## src/rtl/xbar_pkg.sv

```systemverilog
package xbar_pkg;

  // Decoded meaning of a register-port write
  typedef enum logic [1:0] {
    WOP_NONE   = 2'd0,
    WOP_STAGE  = 2'd1,
    WOP_COMMIT = 2'd2,
    WOP_REJECT = 2'd3
  } wr_op_e;

endpackage

```

## src/rtl/xbar_mux_tree.sv

```systemverilog
module xbar_mux_tree #(
  parameter int N_PORTS = 17,
  parameter int SEL_W   = 5
) (
  input  logic [N_PORTS-1:0]            din,
  input  logic [N_PORTS-1:0][SEL_W-1:0] sel,
  output logic [N_PORTS-1:0]            dout
);

  // One N:1 selector per output, with no storage on the data path
  for (genvar o = 0; o < N_PORTS; o++) begin : g_out
    always_comb begin
      dout[o] = 1'b0;
      for (int i = 0; i < N_PORTS; i++) begin
        if (sel[o] == SEL_W'(i)) dout[o] = din[i];
      end
    end
  end

endmodule

```

## src/rtl/xbar_sel_bank.sv

```systemverilog
module xbar_sel_bank #(
  parameter int N_PORTS = 17,
  parameter int SEL_W   = 5
) (
  input  logic                          clk,
  input  logic                          rst,
  input  logic [N_PORTS-1:0]            stage_we,
  input  logic [SEL_W-1:0]              stage_val,
  input  logic                          commit,
  output logic [N_PORTS-1:0][SEL_W-1:0] live_sel
);

  logic [N_PORTS-1:0][SEL_W-1:0] stage_q;
  logic [N_PORTS-1:0][SEL_W-1:0] live_q;

  for (genvar o = 0; o < N_PORTS; o++) begin : g_slot
    always_ff @(posedge clk) begin
      if (rst) begin
        stage_q[o] <= SEL_W'(o);
        live_q[o]  <= SEL_W'(o);
      end else begin
        if (stage_we[o]) stage_q[o] <= stage_val;
        if (commit)      live_q[o]  <= stage_q[o];
      end
    end
  end

  assign live_sel = live_q;


  commit_copy_chk: assert property (@(posedge clk) disable iff (rst)
    commit |=> (live_q == $past(stage_q)));


  live_hold_chk: assert property (@(posedge clk) disable iff (rst)
    !commit |=> $stable(live_q));


  stage_hold_chk: assert property (@(posedge clk) disable iff (rst)
    (stage_we == '0) |=> $stable(stage_q));

endmodule

```

## src/rtl/xbar_regport.sv

```systemverilog
module xbar_regport
  import xbar_pkg::*;
#(
  parameter int N_PORTS = 17,
  parameter int SEL_W   = 5,
  parameter int ADDR_W  = 5
) (
  input  logic                          clk,
  input  logic                          rst,
  input  logic                          wr_en,
  input  logic                          rd_en,
  input  logic [ADDR_W-1:0]             addr,
  input  logic [SEL_W-1:0]              wdata,
  input  logic [N_PORTS-1:0][SEL_W-1:0] live_sel,
  output logic [N_PORTS-1:0]            stage_we,
  output logic [SEL_W-1:0]              stage_val,
  output logic                          commit,
  output logic [SEL_W-1:0]              rdata,
  output logic                          sel_err
);

  localparam int IDX_W = $clog2(N_PORTS);
  localparam logic [ADDR_W-1:0] LAST_OUT  = ADDR_W'(N_PORTS - 1);
  localparam logic [ADDR_W-1:0] CMT_ADDR  = {ADDR_W{1'b1}};
  localparam logic [SEL_W-1:0]  LAST_IN   = SEL_W'(N_PORTS - 1);

  logic    addr_is_out;
  logic    sel_ok;
  wr_op_e  wop;
  logic [SEL_W-1:0] rdata_q;
  logic             err_q;

  assign addr_is_out = (addr <= LAST_OUT);
  assign sel_ok      = (wdata <= LAST_IN);

  always_comb begin
    wop = WOP_NONE;
    if (wr_en) begin
      if (addr == CMT_ADDR)  wop = WOP_COMMIT;
      else if (addr_is_out)  wop = sel_ok ? WOP_STAGE : WOP_REJECT;
    end
  end

  for (genvar o = 0; o < N_PORTS; o++) begin : g_dec
    assign stage_we[o] = (wop == WOP_STAGE) && (addr == ADDR_W'(o));
  end

  assign stage_val = wdata;
  assign commit    = (wop == WOP_COMMIT);

  always_ff @(posedge clk) begin
    if (rst) begin
      rdata_q <= '0;
      err_q   <= 1'b0;
    end else begin
      err_q <= (wop == WOP_REJECT);
      if (rd_en) rdata_q <= addr_is_out ? live_sel[addr[IDX_W-1:0]] : '0;
    end
  end

  assign rdata   = rdata_q;
  assign sel_err = err_q;


  bad_sel_flag_chk: assert property (@(posedge clk) disable iff (rst)
    (wr_en && addr_is_out && !sel_ok) |=> sel_err);


  unmapped_quiet_chk: assert property (@(posedge clk) disable iff (rst)
    (wr_en && !addr_is_out && addr != CMT_ADDR) |=> (!sel_err && $stable(live_sel)));


  unmapped_read_chk: assert property (@(posedge clk) disable iff (rst)
    (rd_en && !addr_is_out) |=> (rdata == '0));


  stage_onehot_chk: assert property (@(posedge clk) disable iff (rst)
    $onehot0(stage_we));

endmodule

```

## src/rtl/xbar_matrix.sv

```systemverilog
module xbar_matrix #(
  parameter int N_PORTS = 17,
  parameter int SEL_W   = 5,
  parameter int ADDR_W  = 5
) (
  input  logic               clk,
  input  logic               rst,
  input  logic [N_PORTS-1:0] din,
  output logic [N_PORTS-1:0] dout,
  input  logic               wr_en,
  input  logic               rd_en,
  input  logic [ADDR_W-1:0]  addr,
  input  logic [SEL_W-1:0]   wdata,
  output logic [SEL_W-1:0]   rdata,
  output logic               sel_err
);

  logic [N_PORTS-1:0][SEL_W-1:0] live_sel;
  logic [N_PORTS-1:0]            stage_we;
  logic [SEL_W-1:0]              stage_val;
  logic                          commit;

  xbar_regport #(.N_PORTS(N_PORTS), .SEL_W(SEL_W), .ADDR_W(ADDR_W)) u_port (
    .clk(clk), .rst(rst), .wr_en(wr_en), .rd_en(rd_en), .addr(addr),
    .wdata(wdata), .live_sel(live_sel), .stage_we(stage_we),
    .stage_val(stage_val), .commit(commit), .rdata(rdata), .sel_err(sel_err)
  );

  xbar_sel_bank #(.N_PORTS(N_PORTS), .SEL_W(SEL_W)) u_bank (
    .clk(clk), .rst(rst), .stage_we(stage_we), .stage_val(stage_val),
    .commit(commit), .live_sel(live_sel)
  );

  xbar_mux_tree #(.N_PORTS(N_PORTS), .SEL_W(SEL_W)) u_mux (
    .din(din), .sel(live_sel), .dout(dout)
  );

endmodule

```

## config.mk

```make
export PLATFORM = sky130hd
export DESIGN_NAME = xbar_matrix
export DESIGN_NICKNAME = d
export VERILOG_FILES = /design/src/rtl/xbar_pkg.sv /design/src/rtl/xbar_mux_tree.sv /design/src/rtl/xbar_sel_bank.sv /design/src/rtl/xbar_regport.sv /design/src/rtl/xbar_matrix.sv
export SDC_FILE = /design/constraint.sdc
export NUM_CORES = 1
export LEC_CHECK = 0
export ABC_CLOCK_PERIOD_IN_PS = 2200
export BUFFER_PORTS_ARGS = -buffer_cell sky130_fd_sc_hd__buf_2
export CAP_MARGIN = 10
export CELL_PAD_IN_SITES_DETAIL_PLACEMENT = 1
export CELL_PAD_IN_SITES_GLOBAL_PLACEMENT = 1
export CORE_ASPECT_RATIO = 1.1
export CORE_UTILIZATION = 44
export CTS_BUF_LIST = sky130_fd_sc_hd__clkbuf_8
export CTS_CLUSTER_DIAMETER = 100
export DETAILED_ROUTE_END_ITERATION = 12
export GPL_TIMING_DRIVEN = 0
export PLACE_DENSITY_LB_ADDON = 0.1
export SLEW_MARGIN = 20
export SYNTH_ARGS = -nofsm -noshare
export SYNTH_HDL_FRONTEND = slang
export SYNTH_SLANG_ARGS = --single-unit
```

## constraint.sdc

```tcl
create_clock -name clk -period 2.2 [get_ports clk]
set_clock_uncertainty 0.2 [all_clocks]
set_input_delay 0.44 -clock clk [delete_from_list [all_inputs] [get_ports clk]]
set_output_delay 0.44 -clock clk [all_outputs]
set_load 0.02 [all_outputs]
```

Word-level counts from Yosys, hierarchy flattened
Cells that the tools add are included.

Multiplexer cells: 296. Eq/ne operators: 292. Magnitude comparators: 3. Reductions and logical operators: 35.

Operators with widths (count): == test 5 x 4 -> 1 bit, second input constant (144); == test 5 x 3 -> 1 bit, second input constant (72); two-way mux 1 bit (289); == test 5 x 2 -> 1 bit, second input constant (36); == test 5 bit, second input constant (19); == test 5 x 1 -> 1 bit, second input constant (18); logical NOT 5 bit (18); binary-select mux 5 bit (select 5 bit) (1); logical AND 1 bit (17); less-or-equal comparator 5 bit, second input constant (2); two-way mux 5 bit (2); two-way mux 2 bit (4); less-than comparator 5 x 6 -> 1 bit, second input constant (1); == test 2 bit, second input constant (2); == test 2 x 1 -> 1 bit, second input constant (1).

Logic and storage cells: 662. Input port bits: 31. Register bits: 176.

Depth between registers and ports, before layout
Gate-level depths: netlist (run 1).

Depth after elaboration: 18. Depth in mapped cells: 8.

By module
From an unflattened synthesis (run 1), not the netlist that was laid out.

Cell total of the unflattened synthesis: 1214. Area total of the unflattened synthesis: 10919.2 sq um.

By module, submodules not included: xbar_sel_bank (instances 1, seq. area each 3403.3 sq um, area an instance 6226.0 sq um, cells each 569); xbar_mux_tree (instances 1, seq. area each 0.0 sq um, area an instance 3504.6 sq um, cells each 490); xbar_regport (instances 1, seq. area each 120.1 sq um, area an instance 1188.6 sq um, cells each 155).

Worst setup path after synthesis (run 1)
No wires, ideal clock.

Path kind: input to output. Start point: input din[9]. End point: output dout[7]. Path buffers: 2. Setup slack: -754 ps. Cell stages on the path: 6. Data arrival time: 2314 ps. Cells stage by stage: clkbuf_1 clkbuf_1 o22ai_1 o21ai_0 a211oi_1 a2111oi_0.

Word-level cells in the longest chain between the ends: 8.

RTL lines: from (decl) (line xbar_matrix.sv:8) `input logic [N_PORTS-1:0] din,`; two-way mux 1 bit (8 in a row) (line xbar_mux_tree.sv:15) `if (sel[o] == SEL_W'(i)) dout[o] = din[i];`; to (decl) (line xbar_matrix.sv:9) `output logic [N_PORTS-1:0] dout,`.

Every way passes these cells.

Final worst setup path (run 1)
Start point: register u_bank.live_q (netlist bit u_bank.live_sel[70]). End point: output dout[14].

Word-level cells in the longest chain between the ends: 18.

RTL lines: from (decl) (line xbar_sel_bank.sv:14) `logic [N_PORTS-1:0][SEL_W-1:0] live_q;`; from (signal, indexed assignment) (line xbar_sel_bank.sv:20) `live_q[o] <= SEL_W'(o);`; from (signal, indexed assignment) (line xbar_sel_bank.sv:23) `if (commit) live_q[o] <= stage_q[o];`; logical NOT 5 bit (line xbar_mux_tree.sv:15); two-way mux 1 bit (16 in a row) (line xbar_mux_tree.sv:15); two-way mux 1 bit * (line xbar_mux_tree.sv:15).

Every way passes the cells marked *; elsewhere a longest branch is shown, timed or not.

==> summary.md, run 1 <==
| Metric | Value |
|---|---|
| Period utilisation layout | 134% |
| Max-slew violations | 0 |
| Non-Filler Instances | 1707 |
| Largest net degree at the start of global routing | 20 |
| Util after Layout | 55.5% |
| First-pass GRT wire length | 65300 microns |
| Final ANT Viol Nets | 0 |
| Drt drc | 0 |
| Syn Inst Count | 1308 |
| Vias in the first global route | 10658 |
| Num Clock Sinks | 176 |
| Routability cong. | 0.913 |
| Worst IR Drop VDD | 0.361 mV |
| Tmin final | 2940 ps |
| Router iterations before antenna repair | 6 |
| Grt ovf | 0 |
| CP arrival | 2300 ps |
| Share of cells above drive strength 1 | 26.4% |
| Final setup margin | -740 ps |
| Post-synth EDFFs | 0 |
| CP Launch Type | flop |
| Max-cap violations | 0 |
| Final wirelength | 43800 microns |
| Synthesized area | 10500 sq um |
| Final Hold Vio Count | 0 |
| Starting Density | 45.4% |
| Sequential-to-total area share from yosys stat | 33.6% |
| CTS tree | yes |
| Mapped Nets | 1339 |
| Avg Inst Size Synth | 8.03 sq um |
| Status | finished, violations left |
| Bufs on Longest Clock Path | 2 |
| Routed length per instance | 25.7 microns |
| Placed cells | 1646 |
| Core area | 23100 sq um |
| Die area | 24500 sq um |
| DRT iter0 DRCs | 956 |
| Netlist cell types | 66 |
| Post-route cell area | 12900 sq um |
| Worst setup endpoint | dout[14] |
| Boundary Pins | 54 |
| CP most frequent cell | mux4_2 |
| DIE WIDTH | 149 microns |
| Reg clk slew, reported paths | 120 ps |
| Pleak | 4.87 nW |
| Ys Warns | 0 |
| Crit-path max FO | 5 |
| Dpl hpwl | 31100 microns |
| Slew headroom | 44.5% |
| HP Class | in2reg |
| Via count | 10934 |
| Critical path capture point type | primary output |
| Total power | 6.37 mW |
| Post-synth ARST share | 0% |
| Least-Margin Pin Slew | 833 ps |
| Buffers on Ports | 38 |
| FF-to-FF setup slack | 90 ps |
| Site Rows | 58 |
| Top_reg_cell synth | dfxtp_1 |
| Antenna violations before repair | 0 |
| H-tree depth | 4 |
| P per Cell Area | 496 nW/um^2 |
| Reg-to-Reg Start | u_bank.live_sel[70]$_SDFFE_PP0N_ |
| Syn-to-layout area delta | 22.4% |
| Failing checks | negative setup slack |
| Critical Path Max Stage Delay | 550 ps |
| Reg2Reg Depth | 6 |
| Total GRT Usage | 36.3% |
| Die Y | 164 microns |
| Reg2Reg Capture Point | u_port.rdata[0]$_SDFFE_PP0P_ |
| Routed vias/inst | 6.41 |
| DP Area | 11200 sq um |
| Post-place setup slack | -847 ps |
| NumNets Final | 1425 |
| Unrepaired setup endpoints after global routing | true |
| CTS Root Cell | clkbuf_8 |
| Synth Register Bits | 176 |
| Setup crit start | u_bank.live_sel[70]$_SDFFE_PP0N_ |
| Kind of critical path | reg2out |
| Critical-path top delay cell | mux4_2 |
| Critical-path cell list | buf_8, mux4_2, mux4_2, inv_2, o21ai_2, buf_6 |
| Filler cells | 2770 |
| Worst-Skew Late Latency | 480 ps |
| N_diodes | 0 |
| CTS buffer count | 17 |
| Setup-failing EPs final | 17 |
| CP Data Required Time | 1560 ps |
| Fmax | 340 MHz |
[critical path, delay by kind of cell (launching register included)]
| family | cells | cell delay (ps) |
|---|---|---|
| multiplexers | 2 | 1040 |
| flip-flops | 1 | 370 |
| buffers and inverters | 3 | 360 |
| AO/OA/AOI/OAI | 1 | 50 |
[cell usage after synthesis (9+ instances only)]
library cell | n | share of area (%)
a211o_1 | 10 | 0.83
a211oi_1 | 15 | 1.1
a21oi_1 | 91 | 4.3
a31oi_1 | 19 | 1.1
buf_1 | 12 | 0.43
buf_2 | 16 | 0.76
clkbuf_1 | 115 | 4.1
dfxtp_1 | 176 | 34
inv_1 | 15 | 0.54
mux2_2 | 9 | 0.97
mux2i_1 | 86 | 8.2
mux4_2 | 41 | 8.8
nand2_1 | 256 | 9.2
nand2b_1 | 15 | 0.89
nand3_1 | 62 | 3.0
nand3b_1 | 29 | 2.1
nor2_1 | 92 | 3.3
nor2b_1 | 32 | 1.9
nor3_1 | 15 | 0.71
nor3b_1 | 9 | 0.64
o211ai_1 | 22 | 1.6
o21ai_0 | 43 | 2.0
[repair_timing]
item / in CTS / in global routing
pin swaps: 41 / 22
hold endpoints to repair: 1 / 0
gates resized for setup: 248 / 85
hold buffers: 1 / 0
setup endpoints to repair: 80 / 76
buffers inserted: 37 / 8
[where the power goes]
group	total, mW	internal, mW	leakage [nW]	switching (mW)
Sequential	3.20	3.18	1.43	0.0241
Clock	2.29	0.860	0.202	1.43
Combinational	0.877	0.319	3.23	0.558
Total	6.37	4.36	4.87	2.01
[how the worst min path moves through the flow]
stage	from	endpoint	slack, ps	cells after the start
floorplan	u_bank.stage_q[35]$_SDFFE_PP1P_	u_bank.live_sel[35]$_SDFFE_PP1N_	230	2
global placement	u_bank.stage_q[44]$_SDFFE_PP0P_	u_bank.live_sel[44]$_SDFFE_PP0N_	240	2
detailed placement	u_bank.stage_q[59]$_SDFFE_PP0P_	u_bank.live_sel[59]$_SDFFE_PP0N_	250	2
CTS	wr_en	u_port.sel_err$_SDFF_PP0_	30	3
global route	wdata[1]	u_bank.stage_q[21]$_SDFFE_PP0P_	30	3
finish	wdata[1]	u_bank.stage_q[21]$_SDFFE_PP0P_	40	3
[metrics by stage]
step	hold slack, ps	TNS, ps
6_report	39.7	-8220
5_1_grt	28.1	-9030
4_1_cts	27.8	-8080
3_5_place_dp	248	-92030
3_3_place_gp	237	-86670
2_1_floorplan	230	-317
[per-layer routing]
metal / GRT usage [%] / part of all wire, % / vias to the layer above
met5: 0 / 0 / -
met4: 14.3 / 3.8 / 0
met3: 5.33 / 7.8 / 119
met2: 57.1 / 45 / 510
met1: 49.9 / 43 / 5458
li1: - / - / 4847
[cell families after synthesis]
kind of cell / Yosys count / synth area share [%]
buf+inv: 160 / 5.95
mux: 136 / 18.0
compound gates: 271 / 16.7
flops: 176 / 33.6
simple gates: 565 / 25.9
[sequential cells by signal, summed over array words and instances (netlist names)]
signal / flops
u_bank.live_sel: 85
u_bank.stage_q: 85
u_port.rdata: 5
u_port.sel_err: 1
[layout make-up]
type / count / area (sq um) / area share [%]
buffer: 127 / 938 / 7.30
clock buffer: 17 / 234 / 1.82
clock inverter: 15 / 165 / 1.29
inverter: 16 / 60.1 / 0.467
multi-input combinational: 972 / 6820 / 53.1
sequential: 176 / 3630 / 28.3
tap: 300 / 375 / 2.92
timing repair buffer: 84 / 626 / 4.87
[cells in the final DEF, fill, tap and decap left out, drive strengths merged, types with 6 or more instances in the layout]
cell type / instances
nor3: 16
clkbuf: 109
nand3b: 31
nand3: 63
clkinv: 6
nor2: 92
and3: 7
nand2: 256
nand4: 7
mux2: 9
nand4b: 6
mux4: 41
nand2b: 15
dfxtp: 176
mux2i: 86
o21ai: 44
o211ai: 22
nor4: 8
o22ai: 6
a22o: 7
nor3b: 10
a22oi: 7
a211oi: 15
nor4b: 8
a21oi: 91
a211o: 10
a31oi: 19
nor2b: 32
a311oi: 7
buf: 118
o31ai: 7
inv: 24
Note: power is estimated with default switching activity, not from simulation.
==> run 2: changes to the inputs <==
--- a/config.mk
+++ b/config.mk
@@ -11,6 +11,7 @@
 export CELL_PAD_IN_SITES_DETAIL_PLACEMENT = 1
 export CELL_PAD_IN_SITES_GLOBAL_PLACEMENT = 1
 export CORE_ASPECT_RATIO = 1.1
+export CORE_MARGIN = 3
 export CORE_UTILIZATION = 44
 export CTS_BUF_LIST = sky130_fd_sc_hd__clkbuf_8
 export CTS_CLUSTER_DIAMETER = 100
==> run 2 against run 1 <==
Net effect: the run still ends with negative setup slack left; first-iteration DRC count grew 21%; power rose by 0.16%; non-clock buffer count is 2 higher; global-route usage shrank 2.5 points; count of clock-buffer cells in the layout is the same; largest power group unchanged.
==> summary.md, run 2 (synthesis results as in run 1) <==
| Metric | Value |
|---|---|
| Starting Density | 45.4% (unchanged) |
| Clock Power Share | 35.9% (about the same) |
| Share of cells above drive strength 1 | 26.7% (+0.25 points) |
| Critical Path Max Stage Delay | 550 ps (about the same) |
| CP most frequent cell | mux4_2 |
| Critical-path cell list | buf_8, mux4_2, mux4_2, inv_2, o21ai_2, buf_6 |
| Switching power | 1.95 mW (-3.3%) |
| Routed vias/inst | 6.45 (+0.75%) |
| CP arrival | 2290 ps (about the same) |
| CTS buffer count | 17 (unchanged) |
| Slew headroom | 48.5% (+4.0 points) |
| Tmin final | 2930 ps (-6.64 ps) |
| Via count | 11029 (+0.87%) |
| Buffers on Ports | 38 (unchanged) |
| Max-slew violations | 0 (unchanged) |
| Filler cells | 2768 (-0.072%) |
| Site Rows | 58 (unchanged) |
| Core area | 23100 sq um (unchanged) |
| Router iterations before antenna repair | 6 (unchanged) |
| Crit-path max FO | 5 (unchanged) |
| Largest net degree at the start of global routing | 18 (-10%) |
| Reg2Reg Depth | 6 (unchanged) |
| Num Clock Sinks | 176 (unchanged) |
| N_diodes | 0 (unchanged) |
| Bufs on Longest Clock Path | 2 (unchanged) |
| Dpl hpwl | 31700 microns (+1.9%) |
| Reg clk slew, reported paths | 100 ps (-20 ps) |
| Int Pwr | 4.43 mW (+1.7%) |
| Top layer in use | met4 |
| CTS tree | yes |
| Switching part of the total | 30.5% (-1.1 points) |
| CP Launch Type | flop |
| Antenna violations before repair | 0 (unchanged) |
| Routed length per instance | 26.2 microns (+2.2%) |
| WHS Path Cells | 3 (unchanged) |
| Die Y | 168 microns (+2.4%) |
| H-tree depth | 4 (unchanged) |
| Kind of critical path | reg2out |
| Final Hold Vio Count | 0 (unchanged) |
| Combinational group share of total power | 13.9% (about the same) |
| DP Area | 11200 sq um (unchanged) |
| Boundary Pins | 54 (unchanged) |
| Worst-Skew Late Latency | 480 ps (about the same) |
| Reg-to-Reg Start | u_bank.live_sel[70]$_SDFFE_PP0N_ |
| P per Cell Area | 497 nW/um^2 (+0.19%) |
| DRT iter0 DRCs | 1153 (+21%) |
| Reg2Reg Capture Point | u_port.rdata[0]$_SDFFE_PP0P_ |
| Drt drc | 0 (unchanged) |
| Post-route cell area | 12800 sq um (about the same) |
| Vias in the first global route | 10997 (+3.2%) |
| Met3 routed wirelength | 3890 microns (+14%) |
| DR WL met2 | 20400 microns (+3.0%) |
| NumNets Final | 1427 (+0.14%) |
| Worst IR Drop VDD | 0.389 mV (+7.7%) |
| Least-Margin Pin Slew | 773 ps (-60.1 ps) |
| Pleak | 4.87 nW (about the same) |
| FF-to-FF setup slack | 120 ps (+30 ps) |
| Worst Hold End | u_bank.stage_q[21]$_SDFFE_PP0P_ |
| Total power | 6.38 mW (+0.16%) |
| Grt ovf | 0 (unchanged) |
| Die area | 25800 sq um (+5.2%) |
| DIE WIDTH | 153 microns (+2.7%) |
| Most common cell after layout, fill and taps aside | nand2_1 |
| First-pass GRT wire length | 66900 microns (+2.5%) |
| Setup-failing EPs final | 17 (unchanged) |
| Routability cong. | 0.928 (+1.6%) |
| Total GRT Usage | 33.8% (-2.5 points) |
| Reg power frac | 50.2% (about the same) |
| HP Class | in2reg |
| Final wirelength | 44900 microns (+2.3%) |
| Status | finished, violations left |
| Met1 Wirelength | 18700 microns (-1.3%) |
| Period utilisation layout | 133% (-0.30 points) |
| Final setup margin | -733 ps (+6.64 ps) |
| CP Data Required Time | 1560 ps (about the same) |
| Critical path capture point type | primary output |
| Critical-path top delay cell | mux4_2 |
| Failing checks | negative setup slack |
| CTS Root Cell | clkbuf_8 |
| Highest-count cells in the layout ignoring fill and taps | 254 x nand2_1, 135 x dfxtp_1, 88 x a21oi_1 |
| Fmax | 341 MHz (+0.23%) |
| Final ANT Viol Nets | 0 (unchanged) |
| Syn-to-layout area delta | 22.3% (about the same) |
| Max-cap violations | 0 (unchanged) |
| Unrepaired setup endpoints after global routing | true |
| Hold path start | wdata[1] |
## run 2: cell count changes in the layout (fill, tap and decap cells not counted), moves of 3 or more
cell / before / now
buf_12: 0 / 3
buf_4: 53 / 50
buf_8: 7 / 10
clkbuf_16: 5 / 2
clkinv_8: 4 / 0
## run 2: through the flow
stage / TNS (ps) / hold slack (ps) / instances / util (%) / worst slack, ps
after floorplan: -317 / 230 / 1308 / - / -74.9
after global placement: -86090 / 236 / 1646 / 48.5 / -896
after detailed placement: -91300 / 248 / 1646 / 48.5 / -880
after CTS: -8090 / 1.73 / 1699 / 54.1 / -745
after global routing: -9550 / 32.2 / 1709 / 55.5 / -790
final: -8300 / 33.6 / 1709 / 55.5 / -733
## run 2: worst max path at each step
stage,cells after the start,startpoint,slack [ps],to
after floorplan,5,din[15],-70,dout[0]
final,6,u_bank.live_sel[70]$_SDFFE_PP0N_,-730,dout[14]
after global routing,6,u_bank.live_sel[70]$_SDFFE_PP0N_,-790,dout[14]
after detailed placement,7,din[8],-880,dout[13]
after CTS,6,u_bank.live_sel[70]$_SDFFE_PP0N_,-740,dout[14]
after global placement,7,din[8],-900,dout[13]
## run 2: area by class of cell
class | instances | area, sq um | share of cell area, %
clock inverters | 15 | 146 | 1.14
inverters | 16 | 60.1 | 0.468
flip-flops and latches | 176 | 3630 | 28.3
well taps | 300 | 375 | 2.92
repair buffers | 87 | 698 | 5.43
multi-input cells | 972 | 6800 | 52.9
plain buffers | 126 | 907 | 7.06
clock buffers | 17 | 234 | 1.82
## run 2: layer usage
layer  GRT usage [%]  up-vias
met4            15.1        0
met5               0        -
met2            53.6      554
met3            6.76      129
met1            44.8     5489
li1                -     4857
## run 2: what timing repair did
item / 4_1_cts / 5_1_grt
setup buffers: 34 / 13
pin swaps: 39 / 34
hold buffers: 0 / 1
resized for setup: 238 / 90
cloned: 0 / 1
hold endpoints to repair: 0 / 1
setup endpoints to repair: 79 / 87
## run 2: critical path: cells and delay by family (launching register included)
family          cells  cell delay (ps)
mux                 2             1050
buf+inv             3              350
flops               1              350
compound gates      1               60
## run 2: power groups by stage
stage	sequential [mW]	clock (mW)	combinational (mW)
after floorplan	3.30	0	0.476
after global placement	3.30	0	0.762
after detailed placement	3.30	0	0.775
after CTS	3.21	2.30	0.833
after global routing	3.21	2.43	0.927
final	3.21	2.29	0.888
